==> config.mk <==
export PLATFORM = sky130hd
export DESIGN_NAME = hdlc_rx_pool
export DESIGN_NICKNAME = d
export VERILOG_FILES = /design/src/rtl/rxp_pkg.sv /design/src/rtl/rxp_store.sv /design/src/rtl/rxp_scan.sv /design/src/rtl/rxp_ctrl.sv /design/src/rtl/hdlc_rx_pool.sv
export SDC_FILE = /design/constraint.sdc
export NUM_CORES = 1
export LEC_CHECK = 0
export ABC_CLOCK_PERIOD_IN_PS = 9400
export BUFFER_PORTS_ARGS = -buffer_cell sky130_fd_sc_hd__buf_4
export CAP_MARGIN = 40
export CORE_MARGIN = 5
export CORE_UTILIZATION = 64
export CTS_CLUSTER_SIZE = 40
export DETAILED_ROUTE_END_ITERATION = 16
export HOLD_SLACK_MARGIN = 0.05
export PLACE_DENSITY = 0.81
export SYNTH_ARGS = -nofsm -noshare
export SYNTH_HDL_FRONTEND = slang
export SYNTH_HIERARCHICAL = 1
export SYNTH_SLANG_ARGS = --single-unit
==> constraint.sdc <==
create_clock -name clk -period 9.4 [get_ports clk]
set_input_delay 1.88 -clock clk [delete_from_list [all_inputs] [get_ports clk]]
set_output_delay 1.88 -clock clk [all_outputs]
set_load 0.02 [all_outputs]
==> src/rtl/rxp_pkg.sv <==
package rxp_pkg;

    typedef enum logic [1:0] {
        ST_IDLE = 2'd0,
        ST_POOL = 2'd1,
        ST_END  = 2'd2
    } rxp_state_e;

    typedef struct packed {
        logic       stat;
        logic [7:0] val;
    } rxp_word_t;

    // Block length in bytes for each size code.
    function automatic int unsigned blk_bytes(input logic [1:0] code);
        case (code)
            2'b11:   return 4;
            2'b10:   return 8;
            2'b01:   return 16;
            default: return 32;
        endcase
    endfunction

endpackage

==> src/rtl/rxp_store.sv <==
module rxp_store
    import rxp_pkg::*;
#(
    parameter int DEPTH = 64,
    parameter int AW    = $clog2(DEPTH)
) (
    input  logic               clk,
    input  logic               we,
    input  logic [AW-1:0]      waddr,
    input  rxp_word_t          wword,
    input  logic [AW-1:0]      raddr,
    output rxp_word_t          rword,
    output logic [DEPTH-1:0]   stat_flags
);

    rxp_word_t mem_q [DEPTH];

    always_ff @(posedge clk) begin
        if (we) begin
            mem_q[waddr] <= wword;
        end
    end

    assign rword = mem_q[raddr];

    for (genvar g = 0; g < DEPTH; g++) begin : g_flag
        assign stat_flags[g] = mem_q[g].stat;
    end

endmodule

==> src/rtl/rxp_scan.sv <==
module rxp_scan #(
    parameter int DEPTH  = 64,
    parameter int MAXBLK = 32,
    parameter int AW     = $clog2(DEPTH),
    parameter int CW     = $clog2(DEPTH + 1)
) (
    input  logic [AW-1:0]    base,
    input  logic [CW-1:0]    fill,
    input  logic [CW-1:0]    blk,
    input  logic [DEPTH-1:0] flags,
    output logic             hit_any,
    output logic [CW-1:0]    hit_pos,
    output logic             blk_full
);

    logic [MAXBLK-1:0] win;

    // One window slot per possible block position, counted from the oldest entry.
    for (genvar g = 0; g < MAXBLK; g++) begin : g_win
        logic [AW-1:0] idx;
        assign idx    = base + AW'(g);
        assign win[g] = flags[idx] && (CW'(g) < fill) && (CW'(g) < blk);
    end

    always_comb begin
        hit_any = 1'b0;
        hit_pos = '0;
        for (int i = MAXBLK - 1; i >= 0; i--) begin
            if (win[i]) begin
                hit_any = 1'b1;
                hit_pos = CW'(i);
            end
        end
    end

    assign blk_full = (fill >= blk);

endmodule

==> src/rtl/rxp_ctrl.sv <==
module rxp_ctrl
    import rxp_pkg::*;
#(
    parameter int DEPTH = 64,
    parameter int RBW   = 12,
    parameter int AW    = $clog2(DEPTH),
    parameter int CW    = $clog2(DEPTH + 1)
) (
    input  logic            clk,
    input  logic            rst_n,
    input  logic            wr_valid,
    input  logic            wr_stat,
    input  logic [7:0]      wr_data,
    input  logic            cfg_we,
    input  logic [1:0]      cfg_bsz,
    input  logic            rd_en,
    input  logic            ack,
    input  logic            hit_any,
    input  logic [CW-1:0]   hit_pos,
    input  logic            blk_full,
    output logic [CW-1:0]   blk,
    output logic [AW-1:0]   base,
    output logic [CW-1:0]   fill,
    output logic            we,
    output logic [AW-1:0]   waddr,
    output rxp_word_t       wword,
    output logic [AW-1:0]   raddr,
    output logic            irq_pool,
    output logic            irq_end,
    output logic [RBW-1:0]  rbc
);

    typedef struct packed {
        rxp_state_e       st;
        logic [AW-1:0]    base;
        logic [CW-1:0]    fill;
        logic [CW-1:0]    len;
        logic [CW-1:0]    off;
        logic [RBW-1:0]   rbc;
        logic             newfrm;
        logic             ovf;
        logic [1:0]       cfg;
    } ctrl_t;

    ctrl_t         q, d;
    logic [CW-1:0] free_n;
    logic [CW-1:0] dec;

    assign blk = CW'(blk_bytes(q.cfg));

    always_comb begin
        d      = q;
        we     = 1'b0;
        wword  = '0;
        dec    = '0;
        free_n = CW'(DEPTH) - q.fill;

        // Write side: one entry is kept back for the frame's status byte.
        if (wr_valid) begin
            if (!wr_stat) begin
                if (free_n >= CW'(2)) begin
                    we    = 1'b1;
                    wword = '{stat: 1'b0, val: wr_data};
                end else begin
                    d.ovf = 1'b1;
                end
            end else begin
                if (q.fill < CW'(DEPTH)) begin
                    we    = 1'b1;
                    wword = '{stat: 1'b1, val: {q.ovf | wr_data[7], wr_data[6:0]}};
                end
                d.ovf = 1'b0;
            end
        end

        if (cfg_we) begin
            d.cfg = cfg_bsz;
        end

        // Host side: evaluate one block, hold it until acknowledged.
        case (q.st)
            ST_IDLE: begin
                if (hit_any || blk_full) begin
                    d.st     = hit_any ? ST_END : ST_POOL;
                    d.len    = hit_any ? (hit_pos + CW'(1)) : blk;
                    d.off    = '0;
                    d.rbc    = q.newfrm ? RBW'(d.len) : (q.rbc + RBW'(d.len));
                    d.newfrm = 1'b0;
                end
            end
            default: begin
                if (rd_en && (q.off < q.len)) begin
                    d.off = q.off + CW'(1);
                end
                if (ack) begin
                    dec    = q.len;
                    d.base = q.base + AW'(q.len);
                    d.st   = ST_IDLE;
                    if (q.st == ST_END) begin
                        d.newfrm = 1'b1;
                    end
                end
            end
        endcase

        d.fill = q.fill + CW'(we) - dec;
    end

    always_ff @(posedge clk or negedge rst_n) begin
        if (!rst_n) begin
            q.st     <= ST_IDLE;
            q.base   <= '0;
            q.fill   <= '0;
            q.len    <= '0;
            q.off    <= '0;
            q.rbc    <= '0;
            q.newfrm <= 1'b1;
            q.ovf    <= 1'b0;
            q.cfg    <= 2'b01;
        end else begin
            q <= d;
        end
    end

    assign base     = q.base;
    assign fill     = q.fill;
    assign waddr    = q.base + AW'(q.fill);
    assign raddr    = q.base + AW'(q.off);
    assign irq_pool = (q.st == ST_POOL);
    assign irq_end  = (q.st == ST_END);
    assign rbc      = q.rbc;

    // the store never holds more than its capacity
    a_r8_fill_cap: assert property (@(posedge clk) disable iff (!rst_n)
        q.fill <= CW'(DEPTH));

    // entries leave the store only through an acknowledge of a pending block
    a_r4_release_on_ack: assert property (@(posedge clk) disable iff (!rst_n)
        (q.fill < $past(q.fill)) |-> $past(ack && (q.st != ST_IDLE)));

    // a pending block stays pending until acknowledged
    a_r9_hold_pending: assert property (@(posedge clk) disable iff (!rst_n)
        (($past(q.st) != ST_IDLE) && !$past(ack)) |-> (q.st == $past(q.st)));

    // a full block takes the size in force when it was raised
    a_r2_pool_len: assert property (@(posedge clk) disable iff (!rst_n)
        ((q.st == ST_POOL) && ($past(q.st) == ST_IDLE)) |-> (q.len == $past(blk)));

    // a final block never exceeds the size in force
    a_r3_end_len: assert property (@(posedge clk) disable iff (!rst_n)
        ((q.st == ST_END) && ($past(q.st) == ST_IDLE)) |-> (q.len <= $past(blk)));

    // the length of a pending block is frozen
    a_r5_len_frozen: assert property (@(posedge clk) disable iff (!rst_n)
        ((q.st != ST_IDLE) && ($past(q.st) != ST_IDLE)) |-> $stable(q.len));

    // the byte counter moves only when a block is raised
    a_r7_count_on_raise: assert property (@(posedge clk) disable iff (!rst_n)
        (q.rbc != $past(q.rbc)) |-> (($past(q.st) == ST_IDLE) && (q.st != ST_IDLE)));

endmodule

==> src/rtl/hdlc_rx_pool.sv <==
module hdlc_rx_pool
    import rxp_pkg::*;
#(
    parameter int DEPTH  = 64,
    parameter int MAXBLK = 32,
    parameter int RBW    = 12
) (
    input  logic           clk,
    input  logic           rst_n,
    input  logic           rx_valid,
    input  logic           rx_is_status,
    input  logic [7:0]     rx_byte,
    input  logic           cfg_we,
    input  logic [1:0]     cfg_blk,
    input  logic           host_rd,
    input  logic           host_ack,
    output logic [7:0]     host_data,
    output logic           irq_pool,
    output logic           irq_end,
    output logic [RBW-1:0] byte_cnt
);

    localparam int AW = $clog2(DEPTH);
    localparam int CW = $clog2(DEPTH + 1);

    logic [CW-1:0]    blk;
    logic [AW-1:0]    base;
    logic [CW-1:0]    fill;
    logic             we;
    logic [AW-1:0]    waddr;
    logic [AW-1:0]    raddr;
    rxp_word_t        wword;
    rxp_word_t        rword;
    logic [DEPTH-1:0] flags;
    logic             hit_any;
    logic [CW-1:0]    hit_pos;
    logic             blk_full;

    rxp_store #(.DEPTH(DEPTH), .AW(AW)) u_store (
        .clk        (clk),
        .we         (we),
        .waddr      (waddr),
        .wword      (wword),
        .raddr      (raddr),
        .rword      (rword),
        .stat_flags (flags)
    );

    rxp_scan #(.DEPTH(DEPTH), .MAXBLK(MAXBLK), .AW(AW), .CW(CW)) u_scan (
        .base     (base),
        .fill     (fill),
        .blk      (blk),
        .flags    (flags),
        .hit_any  (hit_any),
        .hit_pos  (hit_pos),
        .blk_full (blk_full)
    );

    rxp_ctrl #(.DEPTH(DEPTH), .RBW(RBW), .AW(AW), .CW(CW)) u_ctrl (
        .clk      (clk),
        .rst_n    (rst_n),
        .wr_valid (rx_valid),
        .wr_stat  (rx_is_status),
        .wr_data  (rx_byte),
        .cfg_we   (cfg_we),
        .cfg_bsz  (cfg_blk),
        .rd_en    (host_rd),
        .ack      (host_ack),
        .hit_any  (hit_any),
        .hit_pos  (hit_pos),
        .blk_full (blk_full),
        .blk      (blk),
        .base     (base),
        .fill     (fill),
        .we       (we),
        .waddr    (waddr),
        .wword    (wword),
        .raddr    (raddr),
        .irq_pool (irq_pool),
        .irq_end  (irq_end),
        .rbc      (byte_cnt)
    );

    assign host_data = rword.val;

endmodule

==> impl_results.md, run 1 <==
- Clock latency at the later pin of the worst-skew pair: 650 ps
- MaxCap Viol Count: 0
- Gr ovfl total: 0
- Crit end category: flop
- Gate Count Post-Synth: between 2000 and 2500
- Drt drc: 0
- Post-CTS Setup Bufs: 0
- DR vias/cell: 7.24
- First-pass GRT wire length: 135000 µm
- Clock Tree Buf Depth: 3
- Die area: around 57000 µm²
- Area grow syn2layout: 8.20%
- Reg clk slew, reported paths: 70 ps
- Number of global-route vias before repair: between 20000 and 25000
- CTS buffer count: 60
- Antenna diode count: 0
- Die Y-Extent: 238 µm
- CTS tree: yes
- WP data required: approximately 10000 ps
- Max-slew violations: 0
- Num rows: 83
- Final worst-path cycle share: ~80%
- Layout cells sized above 1: 26.0%
- Chip width: 238 µm
- Final hold vios: 0
- 1st-pass router iterations: 6
- H-tree depth: 2
- # clock sinks: between 600 and 700
- Iteration-0 DRC Markers: 3149
- Routed wire length: 90600 µm
- Synthesized area: 33200 µm²
- Placer Congestion: 0.960
- Crit path time final: around 7300 ps
- DP HPWL: 59400 µm
- Slew headroom: between 30% and 40%
- Startpoint Class: flop
- Synthesis Warnings: 6
- Setup_tns: 0 ps
- Port bufs: 38
- Post-route cell area: approximately 36000 µm²
- Starting density of the core: about 65%
- Total GRT Usage: about a third
- Clk_skew: between 40 and 50 ps
- Status: finished, final reports clean
- Post-CTS Hold Buffers: 0
- Crit path kind: reg -> reg
- Final nets: about 2300
- RSZ-0062 raised after global routing: false
- DRT antenna net count: 0
- # setup viols final: 0
- Core ar.: 51400 µm²
- Via count: between 20000 and 25000
- Hold/Removal Path Class: reg -> reg
- Post-DP Area: 34000 µm²
- CP Max Fanout: 29
- Initial antenna violation count: 0
- # fillers: between 3000 and 4000
- IO Count: 39
- Post-CTS Resized: 0
- Fin util: a little over two thirds
- Worst hold slack: approximately 520 ps
- Max Fclk: between 100 and 150 MHz
- Largest net degree at the start of global routing: just under 80
- Root Driver: clkbuf_16
- Crit path DAT: ~8000 ps
- Syn avg cell area: ~15 µm²
- Routed len/inst: approximately 31 µm
- Worst Max-Slew Pin Slew: between 900 and 1000 ps
-- layout make-up --
type	count	area, µm²	share of cell area, %
clock buffer	73	1550	4.31
inverter	61	231	0.644
multi-input combinational	1274	13300	37.1
tap	680	851	2.37
sequential	621	18400	51.3
clock inverter	37	368	1.02
timing repair buffer	142	1170	3.27
-- through the flow --
stage,instances,worst slack (ps)
2_1_floorplan,2161,2850
6_report,2888,2090
5_1_grt,2888,1710
4_1_cts,2885,2080
3_5_place_dp,2775,2270
3_3_place_gp,2703,2100
-- final timing paths --
kind                            cells after the start  slack, ps                  startpoint                         end
worst max register to register                     21       2090  u_ctrl/base[0]$_DFFE_PN0P_  u_ctrl/rbc[11]$_DFFE_PN0P_
min in group asynchronous                           1       1270                       rst_n  u_ctrl/base[0]$_DFFE_PN0P_
worst max-delay path                               21       2090  u_ctrl/base[0]$_DFFE_PN0P_  u_ctrl/rbc[11]$_DFFE_PN0P_
worst min-delay path                                1        520    u_ctrl/q[22]$_DFFE_PN0P_    u_ctrl/q[22]$_DFFE_PN0P_
worst min register to register                      1        520    u_ctrl/q[22]$_DFFE_PN0P_    u_ctrl/q[22]$_DFFE_PN0P_
max in group asynchronous                           1       7690                       rst_n  u_ctrl/base[0]$_DFFE_PN0P_
-- flip-flops by register name (all words and copies together) (netlist names) --
register	cells
u_ctrl/fill	7
u_ctrl/base	6
u_store/mem_q	576
u_ctrl/q	20
u_ctrl/rbc	12
-- layer usage --
metal	vias to the layer above	global-route usage, %	wire, µm
met1	10600	43.3	32600
met4	0	12.7	4380
li1	8507	-	-
met2	1513	52.5	44700
met5	-	0	0
met3	285	4.75	8910
-- cells in the final DEF (no fill, tap or decap), types with 40 or more instances in the layout --
master     count
xnor2_1       56
buf_4        130
nand2_1      112
mux4_2       253
ha_1          66
dfrtp_1       40
mux2_2        41
edfxtp_1     576
clkbuf_16     60
mux2i_1       86
nor2_1       119
inv_1         55
a21oi_1       72
-- worst max-delay path, stage by stage (launching register included) --
cell      delay (ps)
dfrtp_4          550
inv_2            390
ha_2             510
buf_12           270
mux4_2           610
mux4_2           520
mux4_2           520
o311ai_1         130
a21oi_1          170
a211oi_1         300
o21ai_1          110
a311oi_1         710
nand3_1          260
xor2_1           210
a21oi_1          290
ha_1             360
a21o_1           250
a31o_1           200
a31oi_2          220
o21ai_2          140
a311o_1          330
o211ai_1         110
Power of run 1 is not shown: default switching activity piles up to over one toggle a cycle in this logic, so the estimate is an artifact.
==> inputs of run 2 (changes only) <==
--- a/config.mk
+++ b/config.mk
@@ -5,7 +5,7 @@
 export SDC_FILE = /design/constraint.sdc
 export NUM_CORES = 1
 export LEC_CHECK = 0
-export ABC_CLOCK_PERIOD_IN_PS = 9400
+export ABC_CLOCK_PERIOD_IN_PS = 7250
 export BUFFER_PORTS_ARGS = -buffer_cell sky130_fd_sc_hd__buf_4
 export CAP_MARGIN = 40
 export CORE_MARGIN = 5
==> constraint.sdc (replaced) <==
create_clock -name clk -period 7.25 [get_ports clk]
set_input_delay 1.45 -clock clk [delete_from_list [all_inputs] [get_ports clk]]
set_output_delay 1.45 -clock clk [all_outputs]
set_load 0.02 [all_outputs]
==> run 2 against run 1 <==
Net effect:
- sequential cell count stayed put
- sequential share of layout area is 0.23 points lower
- die area stayed put
- register-to-register slack worse by 1400 ps
- first-iteration DRC count is 5.7% lower
- critical path depth stayed put
- critical endpoint is now u_ctrl/rbc[8]$_DFFE_PN0P_
==> impl_results.md, run 2 (same netlist as run 1, synthesis figures left out) <==
- Status: finished, final reports clean
- MaxCap Viol Count: 0 (unchanged)
- Met3 routed WL: 9410 µm (+5.7%)
- Crit path DAT: 7110 ps (-720 ps)
- H-tree depth: 2 (unchanged)
- Clock Tree Buf Depth: 3 (unchanged)
- Reg clk slew, reported paths: 60 ps (about the same)
- Setup_tns: 0 ps (unchanged)
- # fillers: 3100 (+0.32%)
- 1st-pass router iterations: 5 (-1)
- Max Fclk: 152 MHz (+11%)
- Number of global-route vias before repair: 20600 (-0.77%)
- Worst hold slack: 503 ps (-16.3 ps)
- Layout cells sized above 1: 26.6% (+0.64 points)
- Die area: 56500 µm² (unchanged)
- Placer Congestion: 1.02 (+6.8%)
- Largest regs: u_store/mem_q (576), u_ctrl/q (20), u_ctrl/rbc (12)
- Max FFs per register: 576 (unchanged)
- DRT antenna net count: 0 (unchanged)
- CP startpoint: u_ctrl/base[4]$_DFFE_PN0P_
- Die Y-Extent: 238 µm (unchanged)
- Hold/Removal Path Class: reg -> reg
- DP HPWL: 59600 µm (+0.31%)
- Final nets: 2275 (+1.1%)
- IO Count: 39 (unchanged)
- Highest metal used: met4
- CP Max Fanout: 14 (-52%)
- Area grow syn2layout: 8.70%
- Final Instance Count excl. Fillers: 2914 (+0.90%)
- Crit path time final: 6590 ps (-720 ps)
- Commonest cells after routing, fill and taps aside: edfxtp_1 (576), mux4_2 (253), buf_4 (158)
- First-pass GRT wire length: 133000 µm (-1.0%)
- Max-slew violations: 0 (unchanged)
- Clock latency at the later pin of the worst-skew pair: 650 ps (about the same)
- HP Start: u_ctrl/q[22]$_DFFE_PN0P_
- Drt drc: 0 (unchanged)
- DR vias/cell: 7.21 (-0.43%)
- Num rows: 83 (unchanged)
- Iteration-0 DRC Markers: 2968 (-5.7%)
- Port bufs: 38 (unchanged)
- Startpoint Class: flop
- Crit end category: flop
- Gr ovfl total: 0 (unchanged)
- WP data required: 7760 ps (-2160 ps)
- Final worst-path cycle share: 90.9% (+13 points)
- CTS tree: yes
- Slew headroom: 39.0% (+5.4 points)
- R2R Path Start: u_ctrl/base[4]$_DFFE_PN0P_
- Chip width: 238 µm (unchanged)
- Reg area: 18400 µm² (unchanged)
- Routed wire length: 89300 µm (-1.5%)
- Routed len/inst: 30.6 µm (-2.4%)
- # clock sinks: 621 (unchanged)
- M1 wire length: 32100 µm (-1.6%)
- Fin util: 70.2% (+0.32 points)
- # setup viols final: 0 (unchanged)
- Initial antenna violation count: 0 (unchanged)
- RSZ-0062 raised after global routing: false
- Commonest non-fill, non-tap cell in the layout: edfxtp_1
- Crit path kind: reg -> reg
- Area of the multi-input gates: 13300 µm² (unchanged)
- Met2 wire len: 43300 µm (-3.1%)
- CTS buffer count: 59 (-1.7%)
- Post-CTS Setup Bufs: 0 (unchanged)
- Placed Cells: 2801 (+0.94%)
- Post-CTS Hold Buffers: 0 (unchanged)
- Via count: 21000 (+0.46%)
- Core ar.: 51400 µm² (unchanged)
- Worst Max-Slew Pin Slew: 908 ps (-80.5 ps)
- Total GRT Usage: 31.5% (-0.26 points)
- Root Driver: clkbuf_16
- Antenna diode count: 0 (unchanged)
- Starting density of the core: 64.6% (unchanged)
- Largest net degree at the start of global routing: 79 (unchanged)
- Clk_skew: 35.8 ps (-7.14 ps)
- Reg with most FFs: u_store/mem_q
- Final hold vios: 0 (unchanged)
- Post-CTS Resized: 0 (unchanged)
[run 2: changes by cell type in the layout (fill, tap and decap cells not counted), sizes merged]
cell	change
clkdlybuf4s15	-3
inv	+3
bufinv	+2
buf	+29
clkbuf	-7
clkinvlp	-3
clkinv	+5
[run 2: stage by stage]
step	instance area, µm²	setup WS [ps]
after floorplan	33200	704
after global placement	33600	856
after detailed placement	34100	751
after CTS	36100	727
after global routing	36100	373
final	36100	657
[run 2: final cells by class]
class	instances	share of cell area, %
clock inverter	44	1.18
clock buffer	66	4.16
multi-input combinational	1274	36.9
inverter	61	0.641
sequential	621	51.1
tap	680	2.36
timing repair buffer	168	3.68
[run 2: critical path: stages, from the launching register on]
cell and delay [ps]:
dfrtp_1 380, inv_1 520, ha_1 540, xor2_1 240, and2_1 240, a2111oi_0 440
nor4_1 130, a211oi_1 530, a21oi_1 200, a211oi_1 300, o21ai_1 110, a311oi_1 490
nand3_1 230, xor2_1 200, a21oi_1 410, ha_1 310, nand2_1 80, a21oi_1 230
nor2_1 60, o21ai_0 410, a31oi_1 160, a221oi_1 260
[run 2: routing by layer]
layer,up-vias,track usage (%)
li1,8568,-
met5,-,0
met1,10600,43.2
met3,254,5.43
met2,1534,50.9
met4,0,13.3
[run 2: path summary, 6_finish.rpt]
kind | to | slack, ps | depth (start not counted)
hold / removal | u_ctrl/q[22]$_DFFE_PN0P_ | 500 | 1
hold reg to reg | u_ctrl/q[22]$_DFFE_PN0P_ | 500 | 1
setup reg to reg | u_ctrl/rbc[8]$_DFFE_PN0P_ | 660 | 21
setup / recovery | u_ctrl/rbc[8]$_DFFE_PN0P_ | 660 | 21
max in group asynchronous | u_ctrl/base[0]$_DFFE_PN0P_ | 5950 | 1
min in group asynchronous | u_ctrl/rbc[6]$_DFFE_PN0P_ | 830 | 1
Power of run 2 is left out for the same reason.
